==> src/rtl/mac_ctl_pkg.sv <==
package mac_ctl_pkg;
  localparam int DW = 32;

  localparam int OFS_CMD  = 0;
  localparam int OFS_IEN  = 1;
  localparam int OFS_ISR  = 2;
  localparam int OFS_CFG0 = 3;
  localparam int NCFG     = 6;

  localparam int SRST_BIT = 24;

  // implemented status bits: tx 24,23,18,16 / rx 11,10,9,8,4,3,0
  localparam logic [DW-1:0] ISR_IMPL = 32'h0185_0F19;
  // implemented enable bits: 18,16,4,0
  localparam logic [DW-1:0] IEN_IMPL = 32'h0005_0011;

  function automatic logic [DW-1:0] cfg_rst(input int idx);
    case (idx)
      0:       cfg_rst = 32'h0000_0101;
      1:       cfg_rst = 32'h0000_0800;
      2:       cfg_rst = 32'h0090_0000;
      3:       cfg_rst = 32'h0000_7FFF;
      4:       cfg_rst = 32'hFFFF_FFFC;
      5:       cfg_rst = 32'hFFFF_FFFC;
      default: cfg_rst = '0;
    endcase
  endfunction

  function automatic logic [DW-1:0] cfg_mask(input int idx);
    if (idx == 4 || idx == 5) cfg_mask = 32'hFFFF_FFFC;
    else                      cfg_mask = 32'hFFFF_FFFF;
  endfunction
endpackage

==> src/rtl/mac_ctl_srst.sv <==
module mac_ctl_srst
  import mac_ctl_pkg::*;
#(
  parameter int SRST_CYCLES = 16
) (
  input  logic          clk,
  input  logic          rst_n,
  input  logic          wr_cmd,
  input  logic [DW-1:0] wdata,
  output logic [DW-1:0] cmd_o,
  output logic          start_o,
  output logic          busy_o
);
  localparam int CW = (SRST_CYCLES > 1) ? $clog2(SRST_CYCLES) : 1;
  localparam logic [CW-1:0] LAST = CW'(SRST_CYCLES - 1);

  logic [DW-1:0] cmd_q, cmd_d;
  logic          cmd_en;
  logic          busy_q, busy_d;
  logic [CW-1:0] cnt_q, cnt_d;
  logic          cnt_en;

  assign start_o = wr_cmd && wdata[SRST_BIT] && !busy_q;

  always_comb begin
    cmd_en = wr_cmd || busy_q;
    cmd_d  = cmd_q;
    if (start_o || busy_q) cmd_d = '0;
    else if (wr_cmd)       cmd_d = wdata & ~(DW'(1) << SRST_BIT);
  end

  always_comb begin
    cnt_en = start_o || busy_q;
    busy_d = busy_q;
    cnt_d  = cnt_q;
    if (start_o) begin
      busy_d = 1'b1;
      cnt_d  = '0;
    end else if (busy_q) begin
      if (cnt_q == LAST) busy_d = 1'b0;
      else               cnt_d  = cnt_q + 1'b1;
    end
  end

  always_ff @(posedge clk or negedge rst_n) begin
    if (!rst_n) begin
      cmd_q  <= '0;
      busy_q <= 1'b0;
      cnt_q  <= '0;
    end else begin
      if (cmd_en) cmd_q  <= cmd_d;
      if (cnt_en) begin
        busy_q <= busy_d;
        cnt_q  <= cnt_d;
      end
    end
  end

  assign cmd_o  = cmd_q;
  assign busy_o = busy_q;
endmodule

==> src/rtl/mac_ctl_isr.sv <==
module mac_ctl_isr
  import mac_ctl_pkg::*;
(
  input  logic          clk,
  input  logic          rst_n,
  input  logic          soft_clr,
  input  logic          wr_isr,
  input  logic          wr_ien,
  input  logic [DW-1:0] wdata,
  input  logic [15:0]   tx_event,
  input  logic [15:0]   rx_event,
  output logic [DW-1:0] status_o,
  output logic [DW-1:0] enable_o,
  output logic          tx_irq_o,
  output logic          rx_irq_o
);
  localparam int HALF = DW / 2;

  logic [DW-1:0] status_q, status_d, enable_q, enable_d, evt, clr;
  logic          status_en, enable_en;
  logic [1:0]    irq_vec;

  always_comb begin
    evt       = {tx_event, rx_event} & ISR_IMPL;
    clr       = wr_isr ? wdata : '0;
    status_en = soft_clr || wr_isr || (|evt);
    // new events override a simultaneous clear
    status_d  = soft_clr ? '0 : ((status_q & ~clr) | evt);
    enable_en = soft_clr || wr_ien;
    enable_d  = soft_clr ? '0 : (wdata & IEN_IMPL);
  end

  always_ff @(posedge clk or negedge rst_n) begin
    if (!rst_n) begin
      status_q <= '0;
      enable_q <= '0;
    end else begin
      if (status_en) status_q <= status_d;
      if (enable_en) enable_q <= enable_d;
    end
  end

  for (genvar h = 0; h < 2; h++) begin : g_line
    assign irq_vec[h] = |(status_q[h*HALF +: HALF] & enable_q[h*HALF +: HALF]);
  end

  assign tx_irq_o = irq_vec[1];
  assign rx_irq_o = irq_vec[0];
  assign status_o = status_q;
  assign enable_o = enable_q;
endmodule

==> src/rtl/mac_ctl_cfg.sv <==
module mac_ctl_cfg
  import mac_ctl_pkg::*;
#(
  parameter int AW = 4
) (
  input  logic                     clk,
  input  logic                     rst_n,
  input  logic                     soft_clr,
  input  logic                     wr_en,
  input  logic [AW-1:0]            addr,
  input  logic [DW-1:0]            wdata,
  output logic [NCFG-1:0][DW-1:0]  val_o
);
  for (genvar g = 0; g < NCFG; g++) begin : g_reg
    localparam logic [DW-1:0] RVAL = cfg_rst(g);
    localparam logic [DW-1:0] MASK = cfg_mask(g);
    logic [DW-1:0] q, d;
    logic          en, hit;

    always_comb begin
      hit = wr_en && (addr == AW'(OFS_CFG0 + g));
      en  = soft_clr || hit;
      d   = soft_clr ? RVAL : (wdata & MASK);
    end

    always_ff @(posedge clk or negedge rst_n) begin
      if (!rst_n)  q <= RVAL;
      else if (en) q <= d;
    end

    assign val_o[g] = q;
  end
endmodule

==> src/rtl/mac_ctl_top.sv <==
module mac_ctl_top
  import mac_ctl_pkg::*;
#(
  parameter int AW          = 4,
  parameter int SRST_CYCLES = 16
) (
  input  logic          clk,
  input  logic          rst_n,
  input  logic          bus_wr,
  input  logic          bus_rd,
  input  logic [AW-1:0] bus_addr,
  input  logic [DW-1:0] bus_wdata,
  output logic [DW-1:0] bus_rdata,
  input  logic [15:0]   tx_event,
  input  logic [15:0]   rx_event,
  output logic [DW-1:0] cmd_o,
  output logic          eng_rst_o,
  output logic          tx_irq_o,
  output logic          rx_irq_o
);
  logic [1:0] sync_q;
  logic       rst_n_s;

  always_ff @(posedge clk or negedge rst_n) begin
    if (!rst_n) sync_q <= 2'b00;
    else        sync_q <= {sync_q[0], 1'b1};
  end
  assign rst_n_s = sync_q[1];

  logic                    srst_start, srst_busy, soft_clr, wr_ok;
  logic [DW-1:0]           isr_status, ien_val;
  logic [NCFG-1:0][DW-1:0] cfg_val;
  logic [15:0]             tx_ev_g, rx_ev_g;

  assign wr_ok    = bus_wr && !srst_busy;
  assign soft_clr = srst_start || srst_busy;
  assign tx_ev_g  = srst_busy ? '0 : tx_event;
  assign rx_ev_g  = srst_busy ? '0 : rx_event;

  mac_ctl_srst #(.SRST_CYCLES(SRST_CYCLES)) u_srst (
    .clk     (clk),
    .rst_n   (rst_n_s),
    .wr_cmd  (wr_ok && (bus_addr == AW'(OFS_CMD))),
    .wdata   (bus_wdata),
    .cmd_o   (cmd_o),
    .start_o (srst_start),
    .busy_o  (srst_busy)
  );

  mac_ctl_isr u_isr (
    .clk      (clk),
    .rst_n    (rst_n_s),
    .soft_clr (soft_clr),
    .wr_isr   (wr_ok && (bus_addr == AW'(OFS_ISR))),
    .wr_ien   (wr_ok && (bus_addr == AW'(OFS_IEN))),
    .wdata    (bus_wdata),
    .tx_event (tx_ev_g),
    .rx_event (rx_ev_g),
    .status_o (isr_status),
    .enable_o (ien_val),
    .tx_irq_o (tx_irq_o),
    .rx_irq_o (rx_irq_o)
  );

  mac_ctl_cfg #(.AW(AW)) u_cfg (
    .clk      (clk),
    .rst_n    (rst_n_s),
    .soft_clr (soft_clr),
    .wr_en    (wr_ok),
    .addr     (bus_addr),
    .wdata    (bus_wdata),
    .val_o    (cfg_val)
  );

  logic [DW-1:0] rd_mux, rdata_q, rdata_d;

  always_comb begin
    rd_mux = '0;
    if (bus_addr == AW'(OFS_CMD))      rd_mux = cmd_o;
    else if (bus_addr == AW'(OFS_IEN)) rd_mux = ien_val;
    else if (bus_addr == AW'(OFS_ISR)) rd_mux = isr_status;
    else begin
      for (int i = 0; i < NCFG; i++)
        if (bus_addr == AW'(OFS_CFG0 + i)) rd_mux = cfg_val[i];
    end
    rdata_d = srst_busy ? '0 : rd_mux;
  end

  always_ff @(posedge clk or negedge rst_n_s) begin
    if (!rst_n_s)    rdata_q <= '0;
    else if (bus_rd) rdata_q <= rdata_d;
  end

  assign bus_rdata = rdata_q;
  assign eng_rst_o = srst_busy;
endmodule

==> config.mk <==
export PLATFORM = sky130hd
export DESIGN_NAME = mac_ctl_top
export DESIGN_NICKNAME = d
export VERILOG_FILES = /design/src/rtl/mac_ctl_pkg.sv /design/src/rtl/mac_ctl_srst.sv /design/src/rtl/mac_ctl_isr.sv /design/src/rtl/mac_ctl_cfg.sv /design/src/rtl/mac_ctl_top.sv
export SDC_FILE = /design/constraint.sdc
export NUM_CORES = 1
export LEC_CHECK = 0
export BUFFER_PORTS_ARGS = -buffer_cell sky130_fd_sc_hd__buf_2
export CAP_MARGIN = 25
export CORE_ASPECT_RATIO = 1.4
export CORE_MARGIN = 2
export CORE_UTILIZATION = 30
export CTS_BUF_LIST = sky130_fd_sc_hd__clkbuf_8
export DETAILED_ROUTE_END_ITERATION = 10
export PLACE_DENSITY_LB_ADDON = 0.08
export SLEW_MARGIN = 5
export SYNTH_ARGS = -nofsm -noshare
export SYNTH_HDL_FRONTEND = slang
export SYNTH_SLANG_ARGS = --single-unit
==> constraint.sdc <==
create_clock -name clk -period 11.9 [get_ports clk]
set_input_delay 3.57 -clock clk [delete_from_list [all_inputs] [get_ports clk]]
set_output_delay 3.57 -clock clk [all_outputs]
set_load 0.03 [all_outputs]
==> key figures, run 1 <==
Outcome
  • Status: completed

Yosys
  • Post-Syn Area: 0.01476 sq mm
  • Yosys warning count: 0
  • Synthesized netlist cell count: 1657
  • Post-Synth Adder-Cell Area: 0.0008478
  • Avg Inst Size Synth: 8.906 sq um
  • Synth unique cells: 60
  • Post-Synth Simple-Gate Area: 0.2035
  • Ys async rst share: 1.000
  • Post-synth EDFFs: 0
  • Primary FF master, synth: dfrtp_1
  • Post-synthesis compound-gate area fraction: 0.2150
  • Mapped Nets: 1730
  • Synth Area in XOR/XNOR: 0.001187
  • Seq cells post-synth: 294
  • Seq/Total Area, Yosys: 0.5053
  • Largest family of logic cells by synthesized area: compound AO/OA/AOI/OAI gates
  • Mux contribution to synthesized area: 0.004154

Worst setup path
  • CP dominant cell by count: buf_4
  • CP required: 12420 ps
  • Crit-path cells: buf_4, buf_4, nand3b_1, buf_4, o221ai_1, a31oi_1, o21ai_0
  • WP data arrival: 6680 ps
  • Critical path's slowest cell: nand3b_1
  • Worst Setup Path Type: in2reg
  • Max incr delay on CP: 840 ps
  • CP delay by family, top: buffers and inverters
  • Crit. End Element: flop
  • Type of origin of the critical path: input pin
  • WP buf/inv: 3
  • CP max FO: 55

Timing
  • Unrepaired setup endpoints after global routing: false
  • Final Hold Violating Endpoints: 0
  • Setup Skew: 25.79 ps
  • Slew HR: 0.3100
  • Sum Neg Setup Slack: 0 ps
  • Achievable Freq: 162.4 MHz
  • Final Max Tran Viols: 0
  • Setup Viol. Count Final: 0
  • Final worst-path cycle share: 0.5175
  • Min cycle time layout: 6159 ps
  • Worst-margin pin slew: 1032 ps

Floorplanning
  • I/O Pins: 139
  • Die Y: 266.4 um
  • Die Area: 0.05101 sq mm
  • Core area: 0.04877 sq mm
  • Initial Util: 0.3026
  • Die Width: 191.5 um
  • Rows: 96

Route
  • Post-route antenna net violation count: 0
  • Detailed-route DRC error count: 0
  • Vias: 12.74k
  • Drt first pass iters: 5
  • 1st-iter DRT viols: 911
  • Final WL: 57050 um
  • DR WL/cell: 24.01 um
  • Vias/cell: 5.361

Job
  • Maxcap violations: 0

Finish
  • Final Cell Area: 0.01684 sq mm
  • FILL cells: 5185
  • Share of cells above drive strength 1: 0.2112
  • Layout area overhead: 14.09%
  • Area occupied by multi-input gates: 0.006369 sq mm
  • Utilization after layout: 0.3453
  • Total Nets Final: 1767
  • FF/Latch Area: 0.007461 sq mm

Clock network
  • CTS tree: yes
  • H-Tree Level Count: 2
  • Clock Tree Root: clkbuf_8
  • Clk slew on worst S/H paths: 60 ps
  • Postcts setup bufs: 0
  • CTS Buffer Depth: 3
  • Num CTS Buffers: 53
  • Hold-fix buffers at CTS: 0
  • Clk_lat worst skew: 660 ps
  • Clock sinks: 294
  • Post-cts resize count: 0

Global route
  • Total track usage: 0.2261
  • Vias in the first global route: 13.18k
  • M2 GR Usage: 0.3901
  • Global routing's busiest layer: met2
  • Met1 GRT Util: 0.2847
  • Largest net degree at the start of global routing: 71
  • Remaining global-route overflow: 0
  • First-pass GRT wire length: 85680 um
  • Global Route met3 Usage: 0.03379
  • Initial antenna violation count: 4

Place
  • I/O Buffers: 116
  • Dpl hpwl: 33070 um
  • Gpl congestion: 0.7704
  • Post-DP Area: 0.01579 sq mm

Hold path
  • Worst min path class: reg2async

Power
  • Max VDD drop: 0.1046 mV
  • Total power: 0.003059 W
  • PwrDens: 181.7 mW/mm^2
  • Lkg Pwr: 7.332 nW
==> cells in the mapped netlist (22+ instances only) <==
master | n | area, sq um
a21oi_1 | 171 | 855.8
o22ai_1 | 36 | 225.2
nor2_1 | 29 | 108.9
and2_1 | 27 | 168.9
nor2b_1 | 31 | 193.9
o21ai_0 | 35 | 175.2
and3_1 | 22 | 137.6
a2bb2oi_1 | 26 | 227.7
nand2_1 | 406 | 1524
nand3_1 | 87 | 435.4
dfrtp_1 | 214 | 5355
o221a_2 | 26 | 292.8
a211oi_1 | 27 | 202.7
o221ai_1 | 32 | 280.3
clkbuf_1 | 88 | 330.3
dfstp_2 | 80 | 2102
nand3b_1 | 28 | 210.2
buf_2 | 76 | 380.4
inv_1 | 62 | 232.7
a22o_1 | 34 | 297.8
==> final timing paths <==
kind                                    start                   end  slack, ps  cells after the start
max in group asynchronous               rst_n             sync_q[1]       9080                      1
worst min register to register      sync_q[1]     u_isr.status_o[9]        330                      0
worst max register to register  u_srst.busy_o  u_cfg.g_reg[5].q[24]       9000                      5
min in group clk                    sync_q[0]             sync_q[1]        350                      0
worst min-delay path                sync_q[1]     u_isr.status_o[9]        330                      0
worst max-delay path              bus_addr[1]         bus_rdata[16]       5740                      7
==> report_power, final <==
part / total [W] / internal [W] / switching (W)
logic: 0.000870 / 0.000265 / 0.000605
registers: 0.00126 / 0.00115 / 0.000102
clock network: 0.000933 / 0.000476 / 0.000458
total: 0.00306 / 0.00189 / 0.00116
==> cell families after synthesis <==
group | count (synthesis)
simple gates | 661
xor+xnor | 2
other cells | 2
mux | 6
flops | 294
compound gates | 454
buf+inv | 237
fa+ha+maj | 1
==> per-stage QoR <==
stage / hold WS [ps] / instances / setup WS, ps
after floorplan: 331.2 / 1657 / 3240
after global placement: 335.0 / 2270 / 5091
after detailed placement: 342.7 / 2274 / 5108
after CTS: 357.8 / 2373 / 5831
after global routing: 365.4 / 2376 / 5665
final: 325.1 / 2376 / 5741
==> layout by cell type (no fill, tap or decap), drive strengths merged, types with 2 or more instances in the layout <==
| master | Yosys | final |
|---|---|---|
| nor2 | 29 | 29 |
| or4 | 2 | 2 |
| nor3 | 3 | 3 |
| o22ai | 36 | 36 |
| nand3b | 28 | 28 |
| o32ai | 26 | 26 |
| clkbuf | 88 | 63 |
| inv | 62 | 96 |
| nor2b | 31 | 31 |
| o21a | 15 | 15 |
| and2 | 27 | 27 |
| a32oi | 3 | 3 |
| nand2 | 406 | 406 |
| a21boi | 9 | 9 |
| xor2 | 2 | 2 |
| o221a | 26 | 26 |
| buf | 87 | 157 |
| mux2i | 5 | 5 |
| conb | 2 | 2 |
| a21oi | 171 | 171 |
| a22o | 34 | 34 |
| dfstp | 80 | 80 |
| or3 | 2 | 2 |
| a211oi | 27 | 27 |
| nand3 | 87 | 87 |
| or2 | 6 | 6 |
| dfrtp | 214 | 214 |
| a31oi | 6 | 6 |
| a2bb2oi | 26 | 26 |
| nand2b | 8 | 8 |
| o221ai | 32 | 32 |
| o41ai | 2 | 2 |
| o21ai | 35 | 35 |
| and3 | 22 | 22 |
==> cell type report <==
cell class	instances	area share
flip-flops and latches	294	0.4431
multi-input cells	1126	0.3782
repair buffers	157	0.05752
clock buffers	63	0.05150
well taps	637	0.04734
inverters	62	0.01382
clock inverters	36	0.008323
diodes	1	0.0001486
==> layer usage <==
metal	up-vias	share of wire
li1	5840	-
met5	-	0
met1	6427	0.41
met3	117	0.042
met4	0	0.033
met2	354	0.51
==> state kept, by name (all words and copies together), names as in the netlist <==
signal and cells:
u_cfg.g.q 188, bus_rdata 32, u_isr.status_o 32, u_srst.cmd_o 31, u_isr.enable_o 4, u_srst.cnt_q 4, sync_q 2, u_srst.busy_o 1
(Power assumes the default switching activity.)
==> run 2: changes to the inputs <==
--- a/config.mk
+++ b/config.mk
@@ -5,6 +5,7 @@
 export SDC_FILE = /design/constraint.sdc
 export NUM_CORES = 1
 export LEC_CHECK = 0
+export ABC_AREA = 1
 export BUFFER_PORTS_ARGS = -buffer_cell sky130_fd_sc_hd__buf_2
 export CAP_MARGIN = 25
 export CORE_ASPECT_RATIO = 1.4
==> constraint.sdc (replaced) <==
create_clock -name clk -period 6.2 [get_ports clk]
set_input_delay 1.86 -clock clk [delete_from_list [all_inputs] [get_ports clk]]
set_output_delay 1.86 -clock clk [all_outputs]
set_load 0.03 [all_outputs]
==> key figures, run 2 <==
Worst setup path
  • Worst Setup Path Type: in2reg
  • Reg2Reg Capture Point: u_cfg.g_reg[0].q[29]
  • WP data arrival: 4300 ps (-2380 ps)
  • Crit. End Element: flop
  • Type of origin of the critical path: input pin
  • CP delay by family, top: buffers and inverters
  • CP max FO: 44 (-20%)
  • Reg2Reg Launch Point: u_srst.busy_o
  • Reg2Reg Setup Slack: 3070 ps (-5930 ps)
  • Max incr delay on CP: 730 ps (-110 ps)
  • CP required: 6620 ps (-5800 ps)
  • Critical path's slowest cell: inv_2
  • WP buf/inv: 4 (+1)
  • R2r worst-path depth: 10 (+5)
  • Crit-path cells: buf_2, nor2_2, nand2_1, nor2_1, nand2_2, nand2_4, inv_4, o21ai_2, buf_4, inv_2, o21ai_0

Clock network
  • Clock sinks: 294 (unchanged)
  • CTS Buffer Depth: 3 (unchanged)
  • Post-cts resize count: 0 (unchanged)
  • Clk slew on worst S/H paths: 60 ps (about the same)
  • H-Tree Level Count: 2 (unchanged)
  • Clk_lat worst skew: 600 ps (-60 ps)
  • Clock Tree Root: clkbuf_8
  • CTS tree: yes
  • Hold-fix buffers at CTS: 0 (unchanged)
  • Postcts setup bufs: 0 (unchanged)
  • Num CTS Buffers: 52 (-1.9%)

Floorplanning
  • I/O Pins: 139 (unchanged)
  • Initial Util: 0.3038 (+0.001175)
  • Die Y: 259.3 um (-2.7%)
  • Rows: 93 (-3.1%)
  • Die Width: 186.3 um (-2.7%)
  • Core area: 0.04596 sq mm (-5.7%)
  • Die Area: 0.04831 sq mm (-5.3%)

Timing
  • Worst-margin pin slew: 1120 ps (+88.31 ps)
  • Achievable Freq: 258.0 MHz
  • Final worst-path cycle share: 0.6252
  • Final Max Tran Viols: 0 (unchanged)
  • Min cycle time layout: 3876 ps
  • Final Hold Violating Endpoints: 0 (unchanged)
  • Setup Skew: 26.83 ps (+1.049 ps)
  • Setup Viol. Count Final: 0 (unchanged)
  • Sum Neg Setup Slack: 0 ps (unchanged)
  • Unrepaired setup endpoints after global routing: false
  • Slew HR: 0.2532 (-0.05679)

Yosys
  • Post-synth top area share: 0.3835 (+0.02065)
  • Yosys warning count: 0 (unchanged)
  • Ys async rst share: 1.000 (unchanged)
  • Top cell type by total area after synthesis: dfrtp_1
  • Synthesized netlist cell count: 1769 (+6.8%)
  • Synth unique cells: 37 (-38%)
  • Post-Syn Area: 0.01396 sq mm (-5.4%)
  • Avg Inst Size Synth: 7.893 sq um (-11%)
  • Primary FF master, synth: dfrtp_1
  • Mapped Nets: 1842 (+6.5%)
  • Post-synth EDFFs: 0 (unchanged)
  • Most numerous cell in the Yosys netlist: nand2_1
  • Seq/Total Area, Yosys: 0.5341 (+0.02875)
  • Seq cells post-synth: 294 (unchanged)
  • Synth cell count leaders: 609 x nand2_1, 214 x dfrtp_1, 192 x inv_1
  • Synth top area cells: dfrtp_1 38%, nand2_1 16%, dfstp_2 15%

Global route
  • Total track usage: 0.2101 (-0.01599)
  • Initial antenna violation count: 5 (+1)
  • Largest net degree at the start of global routing: 171 (+140%)
  • First-pass GRT wire length: 76800 um (-10%)
  • Vias in the first global route: 12.11k (-8.1%)
  • Remaining global-route overflow: 0 (unchanged)

Hold path
  • Hold path start: sync_q[0]
  • Hold EP: sync_q[1]
  • Worst hold stages: 0
  • Worst min path class: reg2reg

Power
  • Total power: 0.007475 W (+140%)
  • PwrDens: 462.6 mW/mm^2 (+150%)
  • Lkg Pwr: 8.098 nW (+10%)
  • Max VDD drop: 0.2205 mV (+110%)

Place
  • Dpl hpwl: 30480 um (-7.8%)
  • I/O Buffers: 116 (unchanged)
  • Gpl congestion: 0.7927 (+2.9%)

Finish
  • Most common cell after layout, fill and taps aside: nand2_1
  • Max FFs per register: 188 (unchanged)
  • Share of cells above drive strength 1: 0.1803 (-0.03091)
  • Largest reg by FF count: u_cfg.g.q
  • Layout area overhead: 15.71%
  • Commonest non-fill, non-tap cells in the layout: 609 x nand2_1, 220 x inv_1, 213 x dfrtp_1, 134 x o21ai_0, 125 x nor2_1
  • Total Nets Final: 1946 (+10%)

Route
  • Vias: 11.92k (-6.4%)
  • DR WL/cell: 19.75 um (-18%)
  • Detailed-route DRC error count: 0 (unchanged)
  • Final WL: 50020 um (-12%)
  • Drt first pass iters: 5 (unchanged)
  • Post-route antenna net violation count: 0 (unchanged)
  • Vias/cell: 4.705 (-12%)
  • 1st-iter DRT viols: 708 (-22%)

Job
  • Maxcap violations: 0 (unchanged)

Outcome
  • Status: completed
-- run 2: cell types whose count changed in the layout (fill, tap and decap cells not counted), moves of 34 or more --
cell / previous run / this run
nor2_1: 18 / 125
inv_1: 95 / 220
o21ai_0: 35 / 134
a22o_1: 34 / 0
nand2_1: 404 / 609
a21oi_1: 171 / 94
-- run 2: cell families after synthesis --
family / after synthesis / synth area share
adder cells (fa/ha/maj): 1 / 0.0008959
buffers and inverters: 297 / 0.08790
flip-flops: 294 / 0.5341
multiplexers: 18 / 0.01452
other: 2 / 0.0005378
AND/OR/NAND/NOR: 845 / 0.2391
XOR/XNOR: 2 / 0.001255
AO/OA/AOI/OAI: 310 / 0.1218
-- run 2: layer usage --
layer | vias up | global-route usage | routed length [um]
li1 | 5766 | - | -
met1 | 5723 | 0.2576 | 21040
met2 | 342 | 0.3757 | 25150
met3 | 88 | 0.03150 | 2281
met4 | 0 | 0.07289 | 1542
met5 | - | 0 | 0
-- run 2: per-stage QoR --
| stage | cells | hold slack, ps | setup WS [ps] | cell area [sq um] | utilization |
|---|---|---|---|---|---|
| 6_report | 2533 | 357.9 | 2324 | 16160 | 0.3515 |
| 5_1_grt | 2533 | 365.8 | 2088 | 16160 | 0.3515 |
| 4_1_cts | 2531 | 363.7 | 2318 | 16150 | 0.3514 |
| 3_5_place_dp | 2436 | 344.1 | 1685 | 15140 | 0.3294 |
| 3_3_place_gp | 2435 | 338.5 | 1720 | 15110 | 0.3288 |
| 2_1_floorplan | 1769 | 331.1 | 1461 | 13960 | - |
-- run 2: area by class of cell --
type,instances,area [sq um]
Antenna cell,2,5.005
Clock buffer,65,894.6
Clock inverter,30,115.1
Fill cell,4923,29810
Inverter,201,757.0
Multi-Input combinational cell,1178,5301
Sequential cell,294,7461
Tap cell,617,772.0
Timing Repair Buffer,146,850.8
-- run 2: how the worst max path moves through the flow --
stage	startpoint	endpoint	slack, ps	depth (start not counted)
global placement	bus_addr[1]	u_cfg.g_reg[0].q[29]	1720	11
detailed placement	bus_addr[1]	u_cfg.g_reg[0].q[29]	1680	11
finish	bus_addr[1]	u_cfg.g_reg[0].q[29]	2320	11
global route	bus_addr[1]	u_cfg.g_reg[0].q[23]	2090	12
CTS	bus_addr[1]	u_cfg.g_reg[0].q[29]	2320	11
floorplan	sync_q[1]	bus_rdata[0]	1460	0
-- run 2: report_power, final --
| part | leakage (nW) | switching, W | total, W | internal [W] |
|---|---|---|---|---|
| logic | 3.93 | 0.00173 | 0.00244 | 0.000711 |
| clock network | 0.624 | 0.000837 | 0.00177 | 0.000936 |
| registers | 3.54 | 0.000414 | 0.00327 | 0.00285 |
==> run 3: changes to the inputs <==
==> constraint.sdc (replaced) <==
create_clock -name clk -period 3.9 [get_ports clk]
set_input_delay 1.17 -clock clk [delete_from_list [all_inputs] [get_ports clk]]
set_output_delay 1.17 -clock clk [all_outputs]
set_load 0.03 [all_outputs]
==> key figures, run 3 (same netlist as run 2, synthesis figures left out) <==
Route
  • Detailed-route DRC error count: 0 (unchanged)
  • Drt first pass iters: 5 (unchanged)
  • Post-route antenna net violation count: 0 (unchanged)
  • Vias: 11.94k (+0.15%)
  • Vias/cell: 4.668 (-0.79%)
  • Final WL: 49810 um (-0.40%)
  • DR WL/cell: 19.48 um (-1.3%)
  • 1st-iter DRT viols: 742 (+4.8%)

Worst setup path
  • CP required: 4380 ps (-2240 ps)
  • Crit-path cells: inv_2, nand2_4, nor2_1, nand2_2, nand2_4, inv_4, buf_4, o21ai_4, buf_4, o21ai_0
  • CP max FO: 36 (-18%)
  • Critical path's slowest cell: dfrtp_1
  • CP delay by family, top: buffers and inverters
  • Reg2Reg Launch Point: u_srst.busy_o
  • Crit. End Element: flop
  • WP buf/inv: 4 (unchanged)
  • Max incr delay on CP: 490 ps (-240 ps)
  • Type of origin of the critical path: flop
  • WP data arrival: 3360 ps (-940 ps)
  • Worst Setup Path Type: reg2reg
  • Worst setup path startpoint: u_srst.busy_o

Timing
  • Sum Neg Setup Slack: 0 ps (unchanged)
  • Final setup margin: 1016 ps (-1308 ps)
  • Final Max Tran Viols: 0 (unchanged)
  • Setup Viol. Count Final: 0 (unchanged)
  • Achievable Freq: 346.7 MHz
  • Slew HR: 0.3973 (+0.1441)
  • Final worst-path cycle share: 0.7396
  • Setup Skew: 33.85 ps (+7.017 ps)
  • Worst-margin pin slew: 902.7 ps (-217.4 ps)
  • Unrepaired setup endpoints after global routing: false
  • Final Hold Violating Endpoints: 0 (unchanged)
  • Min cycle time layout: 2884 ps

Clock network
  • Clock Tree Root: clkbuf_8
  • Hold-fix buffers at CTS: 0 (unchanged)
  • Clk_lat worst skew: 630 ps (+30 ps)
  • Post-cts resize count: 0 (unchanged)
  • Postcts setup bufs: 0 (unchanged)
  • Clock sinks: 294 (unchanged)
  • H-Tree Level Count: 2 (unchanged)
  • Clk slew on worst S/H paths: 60 ps (about the same)
  • CTS tree: yes
  • CTS Buffer Depth: 3 (unchanged)
  • Num CTS Buffers: 52 (unchanged)

Finish
  • Largest reg by FF count: u_cfg.g.q
  • Final Cell Area: 0.01639 sq mm (+1.4%)
  • Max FFs per register: 188 (unchanged)
  • ANT cells: 0 (-2)
  • Commonest non-fill, non-tap cells in the layout: 609 x nand2_1, 223 x inv_1, 213 x dfrtp_1, 134 x o21ai_0, 125 x nor2_1
  • FF/Latch Area: 0.007461 sq mm (unchanged)
  • Most common cell after layout, fill and taps aside: nand2_1
  • Area occupied by multi-input gates: 0.005301 sq mm (unchanged)
  • Total Nets Final: 1970 (+1.2%)
  • Layout area overhead: 17.36%
  • Share of cells above drive strength 1: 0.1897 (+0.009440)
  • Layout Cells excl Fill: 2557 (+0.95%)
  • FILL cells: 4910 (-0.26%)

Global route
  • Vias in the first global route: 12.13k (+0.17%)
  • First-pass GRT wire length: 76530 um (-0.36%)
  • Largest net degree at the start of global routing: 64 (-63%)
  • Total track usage: 0.2093 (-0.0007871)
  • Initial antenna violation count: 0 (-5)
  • Remaining global-route overflow: 0 (unchanged)

Floorplanning
  • Die Area: 0.04831 sq mm (unchanged)
  • Initial Util: 0.3038 (unchanged)
  • Die Width: 186.3 um (unchanged)
  • I/O Pins: 139 (unchanged)
  • Die Y: 259.3 um (unchanged)
  • Rows: 93 (unchanged)
  • Core area: 0.04596 sq mm (unchanged)

Power
  • Total power: 0.01189 W (+59%)
  • Max VDD drop: 0.4091 mV (+86%)
  • Lkg Pwr: 8.223 nW (+1.6%)
  • PwrDens: 725.6 mW/mm^2 (+57%)

Place
  • DP Cell Count: 2460 (+0.99%)
  • I/O Buffers: 116 (unchanged)
  • Gpl congestion: 0.7908 (-0.24%)
  • Worst slack at placement: 623.4 ps (-1061 ps)
  • Dpl hpwl: 33280 um (+9.2%)
  • Post-DP Area: 0.01539 sq mm (+1.6%)

Outcome
  • Status: completed

Hold path
  • Worst min path class: in2async

Job
  • Maxcap violations: 0 (unchanged)
[run 3: layout make-up]
type	instances	share of cell area
multi-input combinational	1178	0.3235
sequential	294	0.4553
clock buffer	62	0.05207
timing repair buffer	170	0.06704
tap	617	0.04711
clock inverter	35	0.008781
inverter	201	0.04619
[run 3: worst paths after layout]
| path | end | slack [ps] | depth (start not counted) |
|---|---|---|---|
| max in group asynchronous | u_cfg.g_reg[3].q[12] | 2530 | 1 |
| min in group clk | sync_q[1] | 350 | 0 |
| max reg2reg | u_cfg.g_reg[2].q[5] | 1020 | 10 |
| min reg2reg | sync_q[1] | 350 | 0 |
| max | u_cfg.g_reg[2].q[5] | 1020 | 10 |
| min | sync_q[0] | 330 | 1 |
[run 3: metal layers]
metal / GRT usage / vias up / share of wire
met2: 0.3768 / 320 / 0.51
met5: 0 / - / 0
met1: 0.2583 / 5728 / 0.42
met3: 0.03258 / 75 / 0.044
met4: 0.06133 / 0 / 0.025
li1: - / 5814 / -
[run 3: where the power goes]
part           internal [W]  switching (W)  total [W]
logic               0.00117        0.00274    0.00391
registers           0.00453       0.000664    0.00520
clock network       0.00143        0.00135    0.00278
[run 3: per-stage QoR]
step / utilization / hold slack [ps]
2_1_floorplan: - / 331.2
3_3_place_gp: 0.3348 / 336.3
3_5_place_dp: 0.3348 / 337.3
4_1_cts: 0.3565 / 292.1
5_1_grt: 0.3565 / 306.3
6_report: 0.3565 / 333.4
